$ cat src/rtl/lic_pkg.sv
package lic_pkg;
  localparam int IDX_W   = 5;
  localparam int GIE_BIT = 0;

  typedef enum logic [IDX_W-1:0] {
    IDX_STATUS  = 5'd0,
    IDX_ENABLE  = 5'd3,
    IDX_PENDING = 5'd4
  } lic_idx_e;
endpackage

$ cat src/rtl/lic_rst_sync.sv
module lic_rst_sync (
  input  logic clk,
  input  logic rst_n,
  output logic rst_ns
);
  logic [1:0] stage_q;
  logic [1:0] stage_d;

  always_comb begin
    stage_d = {stage_q[0], 1'b1};
  end

  always_ff @(posedge clk or negedge rst_n) begin
    if (!rst_n) stage_q <= 2'b00;
    else        stage_q <= stage_d;
  end

  assign rst_ns = stage_q[1];
endmodule

$ cat src/rtl/lic_sync.sv
module lic_sync #(
  parameter int WIDTH = 32
) (
  input  logic             clk,
  input  logic             rst_ns,
  input  logic [WIDTH-1:0] lines_i,
  output logic [WIDTH-1:0] raw_o
);
  logic [WIDTH-1:0] meta_q, raw_q;
  logic [WIDTH-1:0] meta_d, raw_d;

  always_comb begin
    meta_d = lines_i;
    raw_d  = meta_q;
  end

  always_ff @(posedge clk or negedge rst_ns) begin
    if (!rst_ns) begin
      meta_q <= '0;
      raw_q  <= '0;
    end else begin
      meta_q <= meta_d;
      raw_q  <= raw_d;
    end
  end

  assign raw_o = raw_q;

  // Count edges since reset so the two-deep look-back stays inside them.
  logic [1:0] seen_q;
  always_ff @(posedge clk or negedge rst_ns) begin
    if (!rst_ns)             seen_q <= 2'd0;
    else if (seen_q != 2'd2) seen_q <= seen_q + 2'd1;
  end

  p_raw_two_edges_r1: assert property (@(posedge clk) disable iff (!rst_ns)
    (seen_q == 2'd2) |-> (raw_q == $past(lines_i, 2)));
endmodule

$ cat src/rtl/lic_req.sv
module lic_req #(
  parameter int N = 32
) (
  input  logic [N-1:0] raw_i,
  input  logic [N-1:0] en_i,
  input  logic         gie_i,
  output logic [N-1:0] pend_o,
  output logic         req_o
);
  always_comb begin
    pend_o = raw_i & en_i;
    req_o  = gie_i & (|pend_o);
  end
endmodule

$ cat src/rtl/lic_regs.sv
module lic_regs
  import lic_pkg::*;
#(
  parameter int N  = 32,
  parameter int DW = 32
) (
  input  logic             clk,
  input  logic             rst_ns,
  input  logic             wr_i,
  input  logic             rd_i,
  input  logic             rd_zero_i,
  input  logic [IDX_W-1:0] idx_i,
  input  logic [DW-1:0]    wdata_i,
  input  logic [N-1:0]     pend_i,
  output logic [N-1:0]     en_o,
  output logic             gie_o,
  output logic [DW-1:0]    rdata_o,
  output logic             rvalid_o
);
  logic [N-1:0]  en_q, en_d;
  logic          gie_q, gie_d;
  logic [DW-1:0] rdata_q, rdata_d, rd_mux;
  logic          rvalid_q, rvalid_d;
  logic          rd_fire;
  logic          unused_wdata;

  assign unused_wdata = ^wdata_i;

  always_comb begin
    en_d  = en_q;
    gie_d = gie_q;
    if (wr_i) begin
      case (idx_i)
        IDX_ENABLE: en_d  = wdata_i[N-1:0];
        IDX_STATUS: gie_d = wdata_i[GIE_BIT];
        default: ; // pending view and unimplemented indices: discarded
      endcase
    end
  end

  always_comb begin
    case (idx_i)
      IDX_STATUS:  rd_mux = DW'(gie_q);
      IDX_ENABLE:  rd_mux = DW'(en_q);
      IDX_PENDING: rd_mux = DW'(pend_i);
      default:     rd_mux = '0;
    endcase
    rd_fire  = rd_i & ~rd_zero_i;
    rdata_d  = rd_fire ? rd_mux : rdata_q;
    rvalid_d = rd_fire;
  end

  always_ff @(posedge clk or negedge rst_ns) begin
    if (!rst_ns) begin
      en_q     <= '0;
      gie_q    <= 1'b0;
      rdata_q  <= '0;
      rvalid_q <= 1'b0;
    end else begin
      en_q     <= en_d;
      gie_q    <= gie_d;
      rdata_q  <= rdata_d;
      rvalid_q <= rvalid_d;
    end
  end

  assign en_o     = en_q;
  assign gie_o    = gie_q;
  assign rdata_o  = rdata_q;
  assign rvalid_o = rvalid_q;

  p_enable_write_r5: assert property (@(posedge clk) disable iff (!rst_ns)
    (wr_i && idx_i == IDX_ENABLE) |=> (en_q == $past(wdata_i[N-1:0])));

  p_pending_write_ignored_r3: assert property (@(posedge clk) disable iff (!rst_ns)
    (wr_i && idx_i == IDX_PENDING) |=> ($stable(en_q) && $stable(gie_q)));

  p_unimpl_read_zero_r8: assert property (@(posedge clk) disable iff (!rst_ns)
    (rd_i && !rd_zero_i && idx_i != IDX_STATUS && idx_i != IDX_ENABLE &&
     idx_i != IDX_PENDING) |=> (rdata_q == '0));

  p_zero_dest_quiet_r6: assert property (@(posedge clk) disable iff (!rst_ns)
    (rd_i && rd_zero_i) |=> (!rvalid_q && $stable(rdata_q)));
endmodule

$ cat src/rtl/lvl_irq_ctrl.sv
module lvl_irq_ctrl
  import lic_pkg::*;
#(
  parameter int NUM_LINES = 32,
  parameter int DATA_W    = 32
) (
  input  logic                 clk,
  input  logic                 rst_n,
  input  logic [NUM_LINES-1:0] irq_lines_i,
  input  logic                 reg_wr_i,
  input  logic                 reg_rd_i,
  input  logic                 reg_rd_zero_i,
  input  logic [4:0]           reg_idx_i,
  input  logic [DATA_W-1:0]    reg_wdata_i,
  output logic [DATA_W-1:0]    reg_rdata_o,
  output logic                 reg_rvalid_o,
  output logic                 irq_req_o
);
  logic                 rst_ns;
  logic [NUM_LINES-1:0] raw, en, pend;
  logic                 gie;

  lic_rst_sync u_rst (.clk(clk), .rst_n(rst_n), .rst_ns(rst_ns));

  lic_sync #(.WIDTH(NUM_LINES)) u_sync (
    .clk(clk), .rst_ns(rst_ns), .lines_i(irq_lines_i), .raw_o(raw)
  );

  lic_req #(.N(NUM_LINES)) u_req (
    .raw_i(raw), .en_i(en), .gie_i(gie), .pend_o(pend), .req_o(irq_req_o)
  );

  lic_regs #(.N(NUM_LINES), .DW(DATA_W)) u_regs (
    .clk(clk), .rst_ns(rst_ns), .wr_i(reg_wr_i), .rd_i(reg_rd_i),
    .rd_zero_i(reg_rd_zero_i), .idx_i(reg_idx_i), .wdata_i(reg_wdata_i),
    .pend_i(pend), .en_o(en), .gie_o(gie), .rdata_o(reg_rdata_o),
    .rvalid_o(reg_rvalid_o)
  );

  p_req_off_after_gie_clear_r4: assert property (@(posedge clk) disable iff (!rst_ns)
    (reg_wr_i && reg_idx_i == IDX_STATUS && !reg_wdata_i[GIE_BIT]) |=> !irq_req_o);
endmodule

$ cat config.mk
export PLATFORM = sky130hd
export DESIGN_NAME = lvl_irq_ctrl
export DESIGN_NICKNAME = d
export VERILOG_FILES = /design/src/rtl/lic_pkg.sv /design/src/rtl/lic_rst_sync.sv /design/src/rtl/lic_sync.sv /design/src/rtl/lic_req.sv /design/src/rtl/lic_regs.sv /design/src/rtl/lvl_irq_ctrl.sv
export SDC_FILE = /design/constraint.sdc
export NUM_CORES = 1
export LEC_CHECK = 0
export BUFFER_PORTS_ARGS = -buffer_cell sky130_fd_sc_hd__buf_2
export CAP_MARGIN = 20
export CORE_AREA = 2 2 123 137
export DETAILED_ROUTE_END_ITERATION = 8
export DIE_AREA = 0 0 125 139
export PLACE_DENSITY_LB_ADDON = 0.3
export REMOVE_ABC_BUFFERS = 1
export SLEW_MARGIN = 20
export SYNTH_ARGS = -nofsm -noshare
export SYNTH_HDL_FRONTEND = slang
export SYNTH_SLANG_ARGS = --single-unit
$ cat constraint.sdc
create_clock -name clk -period 5.6 [get_ports clk]
set_input_delay 1.12 -clock clk [delete_from_list [all_inputs] [get_ports clk]]
set_output_delay 1.12 -clock clk [all_outputs]
set_load 0.02 [all_outputs]
**Yosys cells after proc, flatten, opt, wreduce, memory -nomap -nowiden**

Index checks and enable logic that the tools add are counted.
Widths: inputs -> output; s select.

- Bits in registers: 132
- Bits in latches: 0
- Bits in writable memories: 0
- Word-level logic and storage cells: 18
- Memories: 0
- Input bits: 74
- Output and inout bits: 34
- Bits in read-only memories: 0

- Bitwise operators: 4
- Order comparisons: 0
- Multipliers: 0
- Reductions and logical operators: 4
- $add $sub $neg: 0
- Shift-type cells: 0
- Mux-type cells: 1
- Divide/modulo/power cells: 0
- Eq/ne operators: 2

Operator list:

| operator | count |
|---|---|
| $pmux 32 s3 | 1 |
| $and 32x32->32 | 1 |
| $reduce_or 32->1 | 1 |
| $eq 5x2->1 const B | 1 |
| $eq 5x3->1 const B | 1 |
| $logic_not 5->1 | 1 |
| $reduce_and 2->1 | 2 |
| $and 1x1->1 | 2 |
| $not 1->1 | 1 |

**Logic depth before layout (Yosys ltp)**

- Depth in word-level cells: 3
- Mapped depth: 6
- Mapped depth without buffers: 4

**By module**

Synthesis repeated with hierarchy kept, for this count alone.

- Cells, all modules: 338
- Area total of the unflattened synthesis: 4833.4 µm²

By module, submodules not included:

| module | cells an instance | seq. area each (µm²) | times used | area each (µm²) |
|---|---|---|---|---|
| lic_regs | 226 | 1651.6 | 1 | 2879.0 |
| lic_sync | 64 | 1601.5 | 1 | 1601.5 |
| lic_req | 45 | 0.0 | 1 | 299.0 |
| lic_rst_sync | 3 | 50.0 | 1 | 53.8 |

**Worst setup path before layout**

Ideal clock, no wire load.

- Path kind: register -> output
- From: register u_regs.en_q[12], in the netlist u_regs.en_o[12]
- To: output port irq_req_o
- Arrival time: 1.152 ns
- Required time: 4.480 ns
- Buffers on the path: 0
- Path slack: 3.328 ns
- Cell stages (with the launch flop): 4
- Cells stage by stage: dfrtp_1 -> a22oi_1 -> nand4_1 -> o41a_1

- Longest elaborated chain between the ends: 3

RTL lines:

| element | RTL line | source |
|---|---|---|
| start, declared | lic_regs.sv:20 | `logic [N-1:0] en_q, en_d;` |
| start signal, assigned | lic_regs.sv:60 | `en_q <= en_d;` |
| $and 32x32->32 | lic_req.sv:11 | `pend_o = raw_i & en_i;` |
| $reduce_or 32->1 | lic_req.sv:12 | `req_o = gie_i & (\|pend_o);` |
| $and 1x1->1 | lic_req.sv:12 |  |
| end, declared | lvl_irq_ctrl.sv:17 | `output logic irq_req_o` |

Every way passes these cells.

**Worst setup path after layout**

Same ends and word-level chain as after synthesis.

==> metrics <==
run status=finished, final reports clean; clock net sink count=about 130; startpoint class of the critical path=flip-flop; vias per cell=between 4 and 5; die width=125 um; worst max-slew margin expressed relative to the limit=0.3753; Primary FF master, synth=sky130_fd_sc_hd__dfrtp_1; pre-CTS setup slack=between 2 and 2.5 ns; Mapped Area=between 4000 and 5000 um2; count of non-filler cells in the finished layout=just under 700; syn_area_per_cell=between 10 and 15 um2; length in cells of the worst reg-to-reg path=1; Final Max Tran Viols=0; final critical delay including setup and external delays=2.990 ns; leading cell types in the layout, fill and taps excluded=sky130_fd_sc_hd__dfrtp_1, sky130_fd_sc_hd__buf_2, sky130_fd_sc_hd__nand2_1; Post-synth EDFFs=0; slew of the pin with the lowest slew margin=0.9370 ns; largest clock skew in the final design=0.006330 ns; clock-pin slew reported for the worst setup and hold paths after clock tree synthesis=around 0.050 ns; Async S/R FF share, synth=1.000; critical path, cell by cell=a22oi_1, nand4_1, o41a_1, buf_2; largest net degree at the start of global routing=76; register-to-register setup slack=3.85 ns; leakage power total=slightly below 3 nW; sequential area share after synthesis=0.7016; distinct cell type count after synthesis=25; Synth warnings=0; Port Buffers=~110; chip height=~140 um; first-pass GRT wire length=16800 um; Overflow after GRT=0; hold path endpoint=u_sync.raw_o[27]; count of mapped cells out of synthesis=around 340; final hold violations=0; final cycle utilization of the critical path=0.5339; Setup crit end kind=output pin; TritonCTS clock tree=yes; length of the first detailed-routing pass in iterations=4; Final nets=531; cells resized by post-CTS repair=0; Setup violations, final=0; DR WL/cell=15.35 um; worst voltage drop across the vdd grid=0.0001595 V; worst hold start=u_sync.meta_q[27]; classification of the worst setup path=flip-flop to output pin; final wirelength=a little over 10000 um; number of buffers added by the clock tree synthesis step=17; most common library cell in the layout ignoring fill and taps=sky130_fd_sc_hd__dfrtp_1; crit path launch=u_regs.en_o[12]; total of hold buffers inserted after clock tree synthesis=0; core footprint=~16000 um2; Layout area overhead=27.32%; number of placed instances, taps included=approximately 640; insertion delay of the later-clocked pin in the worst-skew pair=slightly above 0.4 ns; highest clock rate=334.5 MHz; CTS Root Buffer Type=sky130_fd_sc_hd__clkbuf_16; CP top delay family=compound AO/OA/AOI/OAI gates; number of primary I/O pins=between 100 and 150; ratio of cells with drive above 1 in the final layout=0.3718; initial antenna violation count=4; effective utilization at floorplan=0.2931; Setup Fix Bufs, Post-CTS=0; Critical Path Fanout Max=3; maximum count of clock buffers along a single path=2; number of antenna-violating nets in the routed design=0; final critical-path setup slack=between 2 and 3 ns; number of maximum-capacitance constraint violations=0; power density of the placed cells=380.6 nW/um2; setup repair after global routing missed its margin=false; required time reported for the critical path endpoint=around 4.5 ns; CP arrival=approximately 1.9 ns; remaining design rule violation count=0; cell with the largest stage delay on the worst path=sky130_fd_sc_hd__o41a_1; hold path depth=0; GR Util All Layers=0.1267; slowest stage delay, CP=~0.44 ns; site row count=between 40 and 50; number of vias in the routed layout=roughly 3000; die footprint=17380 um2; number of levels in the clock H-tree=4; HPWL after detailed placement=~6900 um; worst path bufs/invs=1; capturing point of the worst reg2reg path=u_sync.meta_q[2]; global placement routability congestion=slightly below 0.8; hold crit path type=flip-flop to flip-flop; Total Neg Setup Slack=0 ns; post-synthesis register bit count=132; start of the worst register-to-register path=u_rst.stage_q[1]; count of routing violations after the opening detailed-route iteration=between 100 and 150; fillcell total=1600; via count of the first global-routing pass=around 3200
-- routing by layer --
metal,wire length [um],part of all wire,vias up,track usage
met5,15,0.0014,-,0
met4,170,0.016,2,0.05965
met3,741,0.072,13,0.04823
met2,4777,0.46,111,0.1894
met1,4641,0.45,1441,0.1627
li1,-,-,1407,-
-- registers in the layout (all words and copies together) (netlist names) --
name / cells
u_sync.meta_q: 32
u_regs.rvalid_o: 1
u_regs.en_o: 32
u_regs.rdata_o: 32
u_regs.gie_o: 1
u_sync.raw_o: 32
u_rst.stage_q: 2
-- cells by family (layout without fill, tap and decap cells) --
family	Yosys count	after routing	share of synthesized area
compound gates	82	82	0.09833
buf+inv	18	143	0.02418
flops	132	132	0.7016
mux	33	33	0.1028
other cells	1	3	0.0007965
simple gates	77	77	0.07229
-- layout make-up --
class	instances	area [um2]	share of cell area
well taps	204	255.2	0.04258
flip-flops and latches	132	3307	0.5517
inverters	1	3.754	0.0006262
multi-input cells	193	1294	0.2158
clock buffers	24	481.7	0.08036
repair buffers	112	593.1	0.09894
diodes	2	5.005	0.0008349
clock inverters	6	55.05	0.009184
-- stage by stage --
stage | util | total power [mW] | hold WS (ns) | cell area (um2)
after global placement | 0.3377 | 1.284 | 0.3332 | 5425
after CTS | 0.3729 | 2.317 | 0.3459 | 5989
after global routing | 0.3730 | 2.390 | 0.3496 | 5992
final | 0.3732 | 2.281 | 0.3442 | 5995
after detailed placement | 0.3395 | 1.292 | 0.3347 | 5453
after floorplan | - | 1.210 | 0.3312 | 4598
-- cells in the mapped netlist (2+ instances only) --
library cell | instances | area share
sky130_fd_sc_hd__dfrtp_1 | 132 | 0.70
sky130_fd_sc_hd__nand2_1 | 65 | 0.052
sky130_fd_sc_hd__a21oi_1 | 31 | 0.033
sky130_fd_sc_hd__mux2_4 | 30 | 0.096
sky130_fd_sc_hd__o21ai_1 | 30 | 0.032
sky130_fd_sc_hd__a22oi_1 | 16 | 0.026
sky130_fd_sc_hd__clkbuf_1 | 10 | 0.0080
sky130_fd_sc_hd__buf_6 | 6 | 0.014
sky130_fd_sc_hd__nand4_1 | 4 | 0.0053
sky130_fd_sc_hd__mux2_1 | 3 | 0.0072
sky130_fd_sc_hd__o21ai_0 | 2 | 0.0021
-- power by group --
| group | leakage, nW | switching [mW] | internal (mW) |
|---|---|---|---|
| Combinational | 0.984 | 0.0771 | 0.103 |
| Clock | 0.269 | 0.373 | 0.636 |
| Sequential | 1.65 | 0.0611 | 1.03 |
| Total | 2.90 | 0.511 | 1.77 |
-- how the worst max path moves through the flow --
stage                            endpoint  slack [ns]  depth (start not counted)
after floorplan            u_regs.en_o[0]        1.65                          0
after global placement    u_regs.en_o[31]        2.22                          6
after detailed placement  u_regs.en_o[18]        2.39                          7
after CTS                       irq_req_o        2.53                          4
after global routing            irq_req_o        2.43                          4
final                           irq_req_o        2.61                          4
Note: power is estimated with default switching activity, not from simulation.
